<file path="src/rtl/dma_cc_pkg.sv">
package dma_cc_pkg;
  localparam int CW_W       = 32;
  localparam int STORE_W    = 24;
  localparam int EN_BIT     = 0;
  localparam int QUIET_BIT  = 21;
  localparam int CHAIN_LSB  = 11;
  localparam int BUSY_BIT   = 24;
  localparam int WRERR_BIT  = 29;
  localparam int RDERR_BIT  = 30;
  localparam int ANYERR_BIT = 31;
endpackage

</file>
<file path="src/rtl/dma_cc_ctrlreg.sv">
module dma_cc_ctrlreg
  import dma_cc_pkg::*;
#(
  parameter int CH_ID  = 6,
  parameter int TGT_W  = 4
) (
  input  logic             clk,
  input  logic             rst,
  input  logic             cfg_wr,
  input  logic [CW_W-1:0]  cfg_wdata,
  input  logic             rd_err,
  input  logic             wr_err,
  input  logic             busy,
  output logic [CW_W-1:0]  cfg_rdata,
  output logic             en,
  output logic             quiet,
  output logic [TGT_W-1:0] tgt,
  output logic             halt
);
  localparam logic [STORE_W-1:0] CW_RST = STORE_W'(CH_ID) << CHAIN_LSB;

  logic [STORE_W-1:0] cw_q;
  logic rd_f, wr_f, rd_n, wr_n;
  logic unused_wbits;

  assign unused_wbits = ^{cfg_wdata[ANYERR_BIT], cfg_wdata[WRERR_BIT-1:STORE_W]};

  // error flags: a set strobe wins over a simultaneous write-one clear
  assign rd_n = rd_err | (rd_f & ~(cfg_wr & cfg_wdata[RDERR_BIT]));
  assign wr_n = wr_err | (wr_f & ~(cfg_wr & cfg_wdata[WRERR_BIT]));

  always_ff @(posedge clk) begin
    if (rst) begin
      cw_q <= CW_RST;
      rd_f <= 1'b0;
      wr_f <= 1'b0;
      halt <= 1'b0;
    end else begin
      if (cfg_wr) cw_q <= cfg_wdata[STORE_W-1:0];
      rd_f <= rd_n;
      wr_f <= wr_n;
      halt <= rd_n | wr_n;
    end
  end

  assign cfg_rdata = {rd_f | wr_f, rd_f, wr_f, 4'b0000, busy, cw_q};
  assign en        = cw_q[EN_BIT];
  assign quiet     = cw_q[QUIET_BIT];
  assign tgt       = cw_q[CHAIN_LSB +: TGT_W];

  assert_w1c_clear_R7: assert property (@(posedge clk) disable iff (rst)
    (cfg_wr && cfg_wdata[RDERR_BIT] && !rd_err) |=> !cfg_rdata[RDERR_BIT]);
  assert_err_sets_halt_R8: assert property (@(posedge clk) disable iff (rst)
    (rd_err || wr_err) |=> halt && cfg_rdata[ANYERR_BIT]);
endmodule

</file>
<file path="src/rtl/dma_cc_seq.sv">
module dma_cc_seq #(
  parameter int CH_ID = 6,
  parameter int TGT_W = 4
) (
  input  logic             clk,
  input  logic             rst,
  input  logic             en,
  input  logic             quiet,
  input  logic             halt,
  input  logic [TGT_W-1:0] tgt,
  input  logic             trig_wr,
  input  logic             trig_null,
  input  logic             chain_in,
  input  logic             xfer_done,
  input  logic             err,
  input  logic             abort,
  output logic             busy,
  output logic             xfer_run,
  output logic             irq,
  output logic             fire
);
  logic start, done_ok, busy_n;

  assign xfer_run = busy & en & ~halt;
  assign start    = en & ~halt & ~busy & ((trig_wr & ~trig_null) | chain_in);
  assign done_ok  = xfer_run & xfer_done & ~err & ~abort;
  assign fire     = done_ok & (tgt != TGT_W'(CH_ID));

  always_comb begin
    busy_n = busy;
    if (err || abort)  busy_n = 1'b0;
    else if (done_ok)  busy_n = 1'b0;
    else if (start)    busy_n = 1'b1;
  end

  always_ff @(posedge clk) begin
    if (rst) begin
      busy <= 1'b0;
      irq  <= 1'b0;
    end else begin
      busy <= busy_n;
      irq  <= err | (done_ok & ~quiet) | (trig_wr & trig_null & quiet);
    end
  end

  assert_pause_holds_busy_R4: assert property (@(posedge clk) disable iff (rst)
    (busy && !en && !err && !abort) |=> busy);
  assert_err_irq_R8: assert property (@(posedge clk) disable iff (rst)
    (err) |=> (irq && !busy));
  assert_abort_clears_R10: assert property (@(posedge clk) disable iff (rst)
    (abort && !err) |=> (!busy && !irq));
  assert_no_start_when_off_R2: assert property (@(posedge clk) disable iff (rst)
    (!busy && !en) |=> !busy);
endmodule

</file>
<file path="src/rtl/dma_cc_chain_dec.sv">
module dma_cc_chain_dec #(
  parameter int CH_ID  = 6,
  parameter int TGT_W  = 4,
  parameter int NUM_CH = 16
) (
  input  logic              clk,
  input  logic              rst,
  input  logic              fire,
  input  logic [TGT_W-1:0]  tgt,
  output logic [NUM_CH-1:0] chain_out
);
  for (genvar i = 0; i < NUM_CH; i++) begin : g_ch
    always_ff @(posedge clk) begin
      if (rst) chain_out[i] <= 1'b0;
      else     chain_out[i] <= fire && (tgt == TGT_W'(i));
    end
  end

  assert_chain_onehot_R5: assert property (@(posedge clk) disable iff (rst)
    $onehot0(chain_out));
  assert_no_self_chain_R5: assert property (@(posedge clk) disable iff (rst)
    !chain_out[CH_ID]);
endmodule

</file>
<file path="src/rtl/dma_chan_ctrl.sv">
module dma_chan_ctrl
  import dma_cc_pkg::*;
#(
  parameter int CH_ID   = 6,
  parameter int CHAIN_W = 4,
  localparam int NUM_CH = 1 << CHAIN_W
) (
  input  logic              clk,
  input  logic              rst,
  input  logic              cfg_wr,
  input  logic [31:0]       cfg_wdata,
  input  logic              trig_wr,
  input  logic [31:0]       trig_val,
  input  logic              chain_in,
  input  logic              xfer_done,
  input  logic              rd_err,
  input  logic              wr_err,
  input  logic              abort,
  output logic [31:0]       cfg_rdata,
  output logic              busy,
  output logic              xfer_run,
  output logic              halt,
  output logic              irq,
  output logic [NUM_CH-1:0] chain_out
);
  logic en, quiet, fire;
  logic [CHAIN_W-1:0] tgt;

  dma_cc_ctrlreg #(.CH_ID(CH_ID), .TGT_W(CHAIN_W)) u_reg (
    .clk(clk), .rst(rst), .cfg_wr(cfg_wr), .cfg_wdata(cfg_wdata),
    .rd_err(rd_err), .wr_err(wr_err), .busy(busy), .cfg_rdata(cfg_rdata),
    .en(en), .quiet(quiet), .tgt(tgt), .halt(halt)
  );

  dma_cc_seq #(.CH_ID(CH_ID), .TGT_W(CHAIN_W)) u_seq (
    .clk(clk), .rst(rst), .en(en), .quiet(quiet), .halt(halt), .tgt(tgt),
    .trig_wr(trig_wr), .trig_null(trig_val == '0), .chain_in(chain_in),
    .xfer_done(xfer_done), .err(rd_err | wr_err), .abort(abort),
    .busy(busy), .xfer_run(xfer_run), .irq(irq), .fire(fire)
  );

  dma_cc_chain_dec #(.CH_ID(CH_ID), .TGT_W(CHAIN_W), .NUM_CH(NUM_CH)) u_dec (
    .clk(clk), .rst(rst), .fire(fire), .tgt(tgt), .chain_out(chain_out)
  );

  assert_busy_readback_R11: assert property (@(posedge clk) disable iff (rst)
    cfg_rdata[BUSY_BIT] == busy && cfg_rdata[28:25] == 4'b0000);
endmodule

</file>
<file path="config.mk">
export PLATFORM = sky130hd
export DESIGN_NAME = dma_chan_ctrl
export DESIGN_NICKNAME = d
export VERILOG_FILES = /design/src/rtl/dma_cc_pkg.sv /design/src/rtl/dma_cc_ctrlreg.sv /design/src/rtl/dma_cc_seq.sv /design/src/rtl/dma_cc_chain_dec.sv /design/src/rtl/dma_chan_ctrl.sv
export SDC_FILE = /design/constraint.sdc
export NUM_CORES = 1
export LEC_CHECK = 0
export BUFFER_PORTS_ARGS = -buffer_cell sky130_fd_sc_hd__buf_2
export CAP_MARGIN = 20
export CORE_ASPECT_RATIO = 1.1
export CORE_MARGIN = 2
export CORE_UTILIZATION = 40
export DETAILED_ROUTE_END_ITERATION = 6
export HOLD_SLACK_MARGIN = 0.1
export PLACE_DENSITY = 0.83
export SYNTH_ARGS = -nofsm -noshare
export SYNTH_HDL_FRONTEND = slang
export SYNTH_HIERARCHICAL = 1
export SYNTH_SLANG_ARGS = --single-unit
</file>
<file path="constraint.sdc">
create_clock -name clk -period 1.8 [get_ports clk]
set_input_delay 0.36 -clock clk [delete_from_list [all_inputs] [get_ports clk]]
set_output_delay 0.36 -clock clk [all_outputs]
set_load 0.02 [all_outputs]
</file>
==> impl.org <==
** Status
- The run finished with clean final reports.

** Finish
- Antenna cell count :: 0
- The area growth from synthesis to layout is 37.0%.
- Counting the fill cells in the layout gives between 300 and 400.
- In the final layout, the share of cells above drive strength 1 is 0.500.
- Footprint of the multi-input gates :: ~700 µm²
- Post-Layout Inst Area :: 0.00242 mm²
- At the end of the flow, the number of nets in the layout was 354.
- Sequential cell area :: 902 µm²

** STA
- Final worst path period need :: 1.67 ns
- Final Hold Fails :: 0
- Of the available clock period, the critical path in the final layout requires 0.927.
- Adding up every negative setup slack in the final design gives 0 ns.
- Final critical-path setup slack :: 0.131 ns
- Derived from the worst setup path, the maximum achievable clock frequency is roughly 600 MHz.
- Final setup fails :: 0
- Clock Skews :: 0.00982 ns
- Setup repair after global routing left no endpoint under its margin.
- The max-slew violation count came to 0.

** CTS
- Clock-pin slew was measured on the worst setup and hold paths at 0.09 ns.
- Setup Buffers After CTS :: 0
- The number of gates resized after CTS was 0.
- H-tree depth :: 2
- Buffers inserted to repair hold after CTS numbered 0.
- The tree built by TritonCTS fans out to 45 sinks.
- Worst-case clock buffer depth :: 2
- At the later pin of the worst-skew pair, clock insertion delay measures about 0.30 ns.
- Number of buffers added by the clock tree synthesis step :: 5
- CTS placed an instance of clkbuf_8 at the clock tree root.
- TritonCTS clock tree :: done

** Worst setup path
- Data required, critical path :: roughly 2.0 ns
- Worst r2r src :: u_reg/cw_q[0]$_SDFFE_PP0P_
- Worst setup slack for register-to-register paths :: 0.13 ns
- The setup path with the least slack is of type reg -> reg.
- STA classifies the critical path endpoint as a register.
- Element type at the critical path start :: register
- Arrival time reported for the critical path endpoint :: 1.89 ns
- CP Launch Point :: u_reg/cw_q[0]$_SDFFE_PP0P_
- On the worst path, the slowest cell contributes a delay of 0.52 ns.
- The critical path goes through and3b_2 > nand3b_2 > a311oi_2 > or4b_4 > nor3_2.
- In this run the worst path has a maximum fanout of 4.
- Depth of the worst register-to-register path :: 5
- Worst-path cell with the longest stage delay :: or4b_4

** Detailed routing
- Wire length on met2 :: 1840 µm
- Met1 layer wirelength in the final routing :: 1620 µm
- The count of nets left with antenna violations once routing finished came out at 0.
- # DRC :: 0
- Summed over all layers, the routed wires come to 3780 µm.
- The routed layout has between 1,500 and 2,000 vias.
- Count of TritonRoute iterations in the first routing pass :: 4
- In the final routed layout, each cell accounts on average for 11.3 µm.
- Top layer in use :: met4
- After the first detailed-routing iteration, the DRC count stood at 53.
- After detailed routing, the met3 layer carries ~280 µm of wire.
- Average via count per standard cell :: 4.58

** Logic synthesis
- After technology mapping, the gate count stands at 169.
- The synthesized netlist occupies a cell area of ~0.0018 mm².
- Cell taking the most area after synthesis :: dfxtp_1
- In the synthesized netlist the dominant register cell turns out to be dfxtp_1.
- Yosys mapped the design onto 31 distinct sky130hd cell types.
- Post-synthesis share of cell area spent on xor and xnor gates :: 0
- The share of the synthesized area in compound gates (AO/OA/AOI/OAI) is 0.0623.
- Most repeated cell in the gate-level netlist after synthesis :: dfxtp_1
- Flops & latches, synth :: 45
- EDFF count, synth :: 0
- Sequential-to-total area share from yosys stat :: 0.510
- Of the total synthesized cell area, the portion taken by full adders, half adders and majority gates is 0.
- The share of synthesized area in the top cell type comes to 0.510.
- Yosys warnings :: 6
- After synthesis, the largest family of logic cells by area is simple AND/OR/NAND/NOR gates.
- The portion of synthesized area spent on multiplexers is 0.125.
- Of the total synthesized cell area, the portion taken by AND, OR, NAND and NOR gates is 0.202.
- Dominant cells by area after synthesis :: dfxtp_1 (51%), mux2i_1 (12%), nor2_1 (7.9%)
- Syn_area_per_cell :: ~10 µm²
- For this run, asynchronously set or reset flops after synthesis account for 0.
- Synth top cells by count :: dfxtp_1 (45), nor2_1 (37), mux2i_1 (22)

** Placement
- Summing all placed instances gives a cell area of 0.00231 mm².
- During placement, the flow inserted port buffers numbering 114.
- Routability congestion estimate :: 0.714
- After legalization and detailed placement, the total HPWL measured 3080 µm.
- Setup Slack @ Placement :: 0.0101 ns

** Min path
- The worst hold path belongs to the class in -> reg.
- Hold path start :: cfg_wdata[13]
- Counting instances, the worst hold path has a depth of 2.

** Global routing
- The first global-routing pass estimated between 6000 and 7000 µm of wire.
- Overall routing resource usage :: 0.159
- Initial antenna violation count :: 0
- Entering global routing, the biggest net connects 21 pins.
- The number of global-route vias before repair came to 1,357.
- Grt ovf :: 0

** Die
- Core Area :: about 0.0043 mm²
- Row generation in the floorplan step produced 25 rows.
- DIE WIDTH :: approximately 67 µm
- Initial cell density of the core :: 0.412
- Full die area :: just under 0.005 mm²
- Vertical die dimension :: 73.7 µm
- 125 I/O pins were placed.

** Power and ir drop
- IR analysis of the VDD net gives a maximum drop of 0.668 mV.
- Leakage :: 1.28 nW
- Power density cells :: 871 mW/mm²

** Job
- The tool flagged a number of max-cap violations equal to 0.
==> final cells by class <==
class	instances	area share
sequential	45	0.373
multi-input combinational	105	0.290
timing repair buffer	121	0.257
clock buffer	5	0.0284
tap	54	0.0279
clock inverter	3	0.0191
inverter	3	0.00465
==> cells by family (layout without fill, tap and decap cells) <==
group | after synthesis | count (layout)
multiplexers | 22 | 22
other | 1 | 4
flip-flops | 45 | 45
AND/OR/NAND/NOR | 67 | 67
buffers and inverters | 22 | 132
AO/OA/AOI/OAI | 12 | 12
==> flip-flops by register name (all words and copies together) (netlist names) <==
signal	count
u_reg/cw_q	24
u_dec/chain_out	16
u_reg/halt	1
u_reg/rd_f	1
u_reg/wr_f	1
u_seq/busy	1
u_seq/irq	1
==> stage by stage <==
stage / hold slack (ns) / total power, mW / std cells / util
2_1_floorplan: 0.429 / 1.27 / 172 / -
4_1_cts: 0.256 / 2.13 / 336 / 0.565
3_5_place_dp: 0.480 / 1.38 / 328 / 0.538
3_3_place_gp: 0.467 / 1.37 / 328 / 0.538
6_report: 0.267 / 2.11 / 336 / 0.565
5_1_grt: 0.254 / 2.21 / 336 / 0.565
==> power by group <==
group          internal (mW)  leakage, nW  total (mW)  switching [mW]
registers               1.03        0.369        1.06          0.0222
clock network          0.415       0.0543       0.757           0.342
logic                  0.136        0.852       0.295           0.160
==> layer usage <==
metal	track usage	vias up
li1	-	785
met1	0.189	692
met2	0.260	56
met3	0.0628	6
met4	0.0544	0
met5	0	-
==> critical path: cells and delay by family, from the launching register on <==
kind	cells	cell delay [ns]
flops	1	0.39
simple gates	4	0.98
compound gates	1	0.22
==> placed cells by master (no fill, tap or decap), drive strengths merged, types with 2 or more instances in the layout <==
master   instances
o211a            2
nand2b           2
inv              3
dfxtp           45
buf            121
a21oi            3
nor4             8
nor2            37
nand4            2
mux2i           22
a211o            2
nor3             5
or2              2
a21bo            2
clkbuf           5
nor2b            3
nand4bb          2
conb             4
==> final timing paths <==
path                                    to
max          u_dec/chain_out[0]$_SDFF_PP0_
min            u_reg/cw_q[13]$_SDFFE_PP1P_
max reg2reg  u_dec/chain_out[0]$_SDFF_PP0_
min reg2reg    u_reg/cw_q[17]$_SDFFE_PP0P_
No activity file was read; power rests on OpenSTA's default activity.
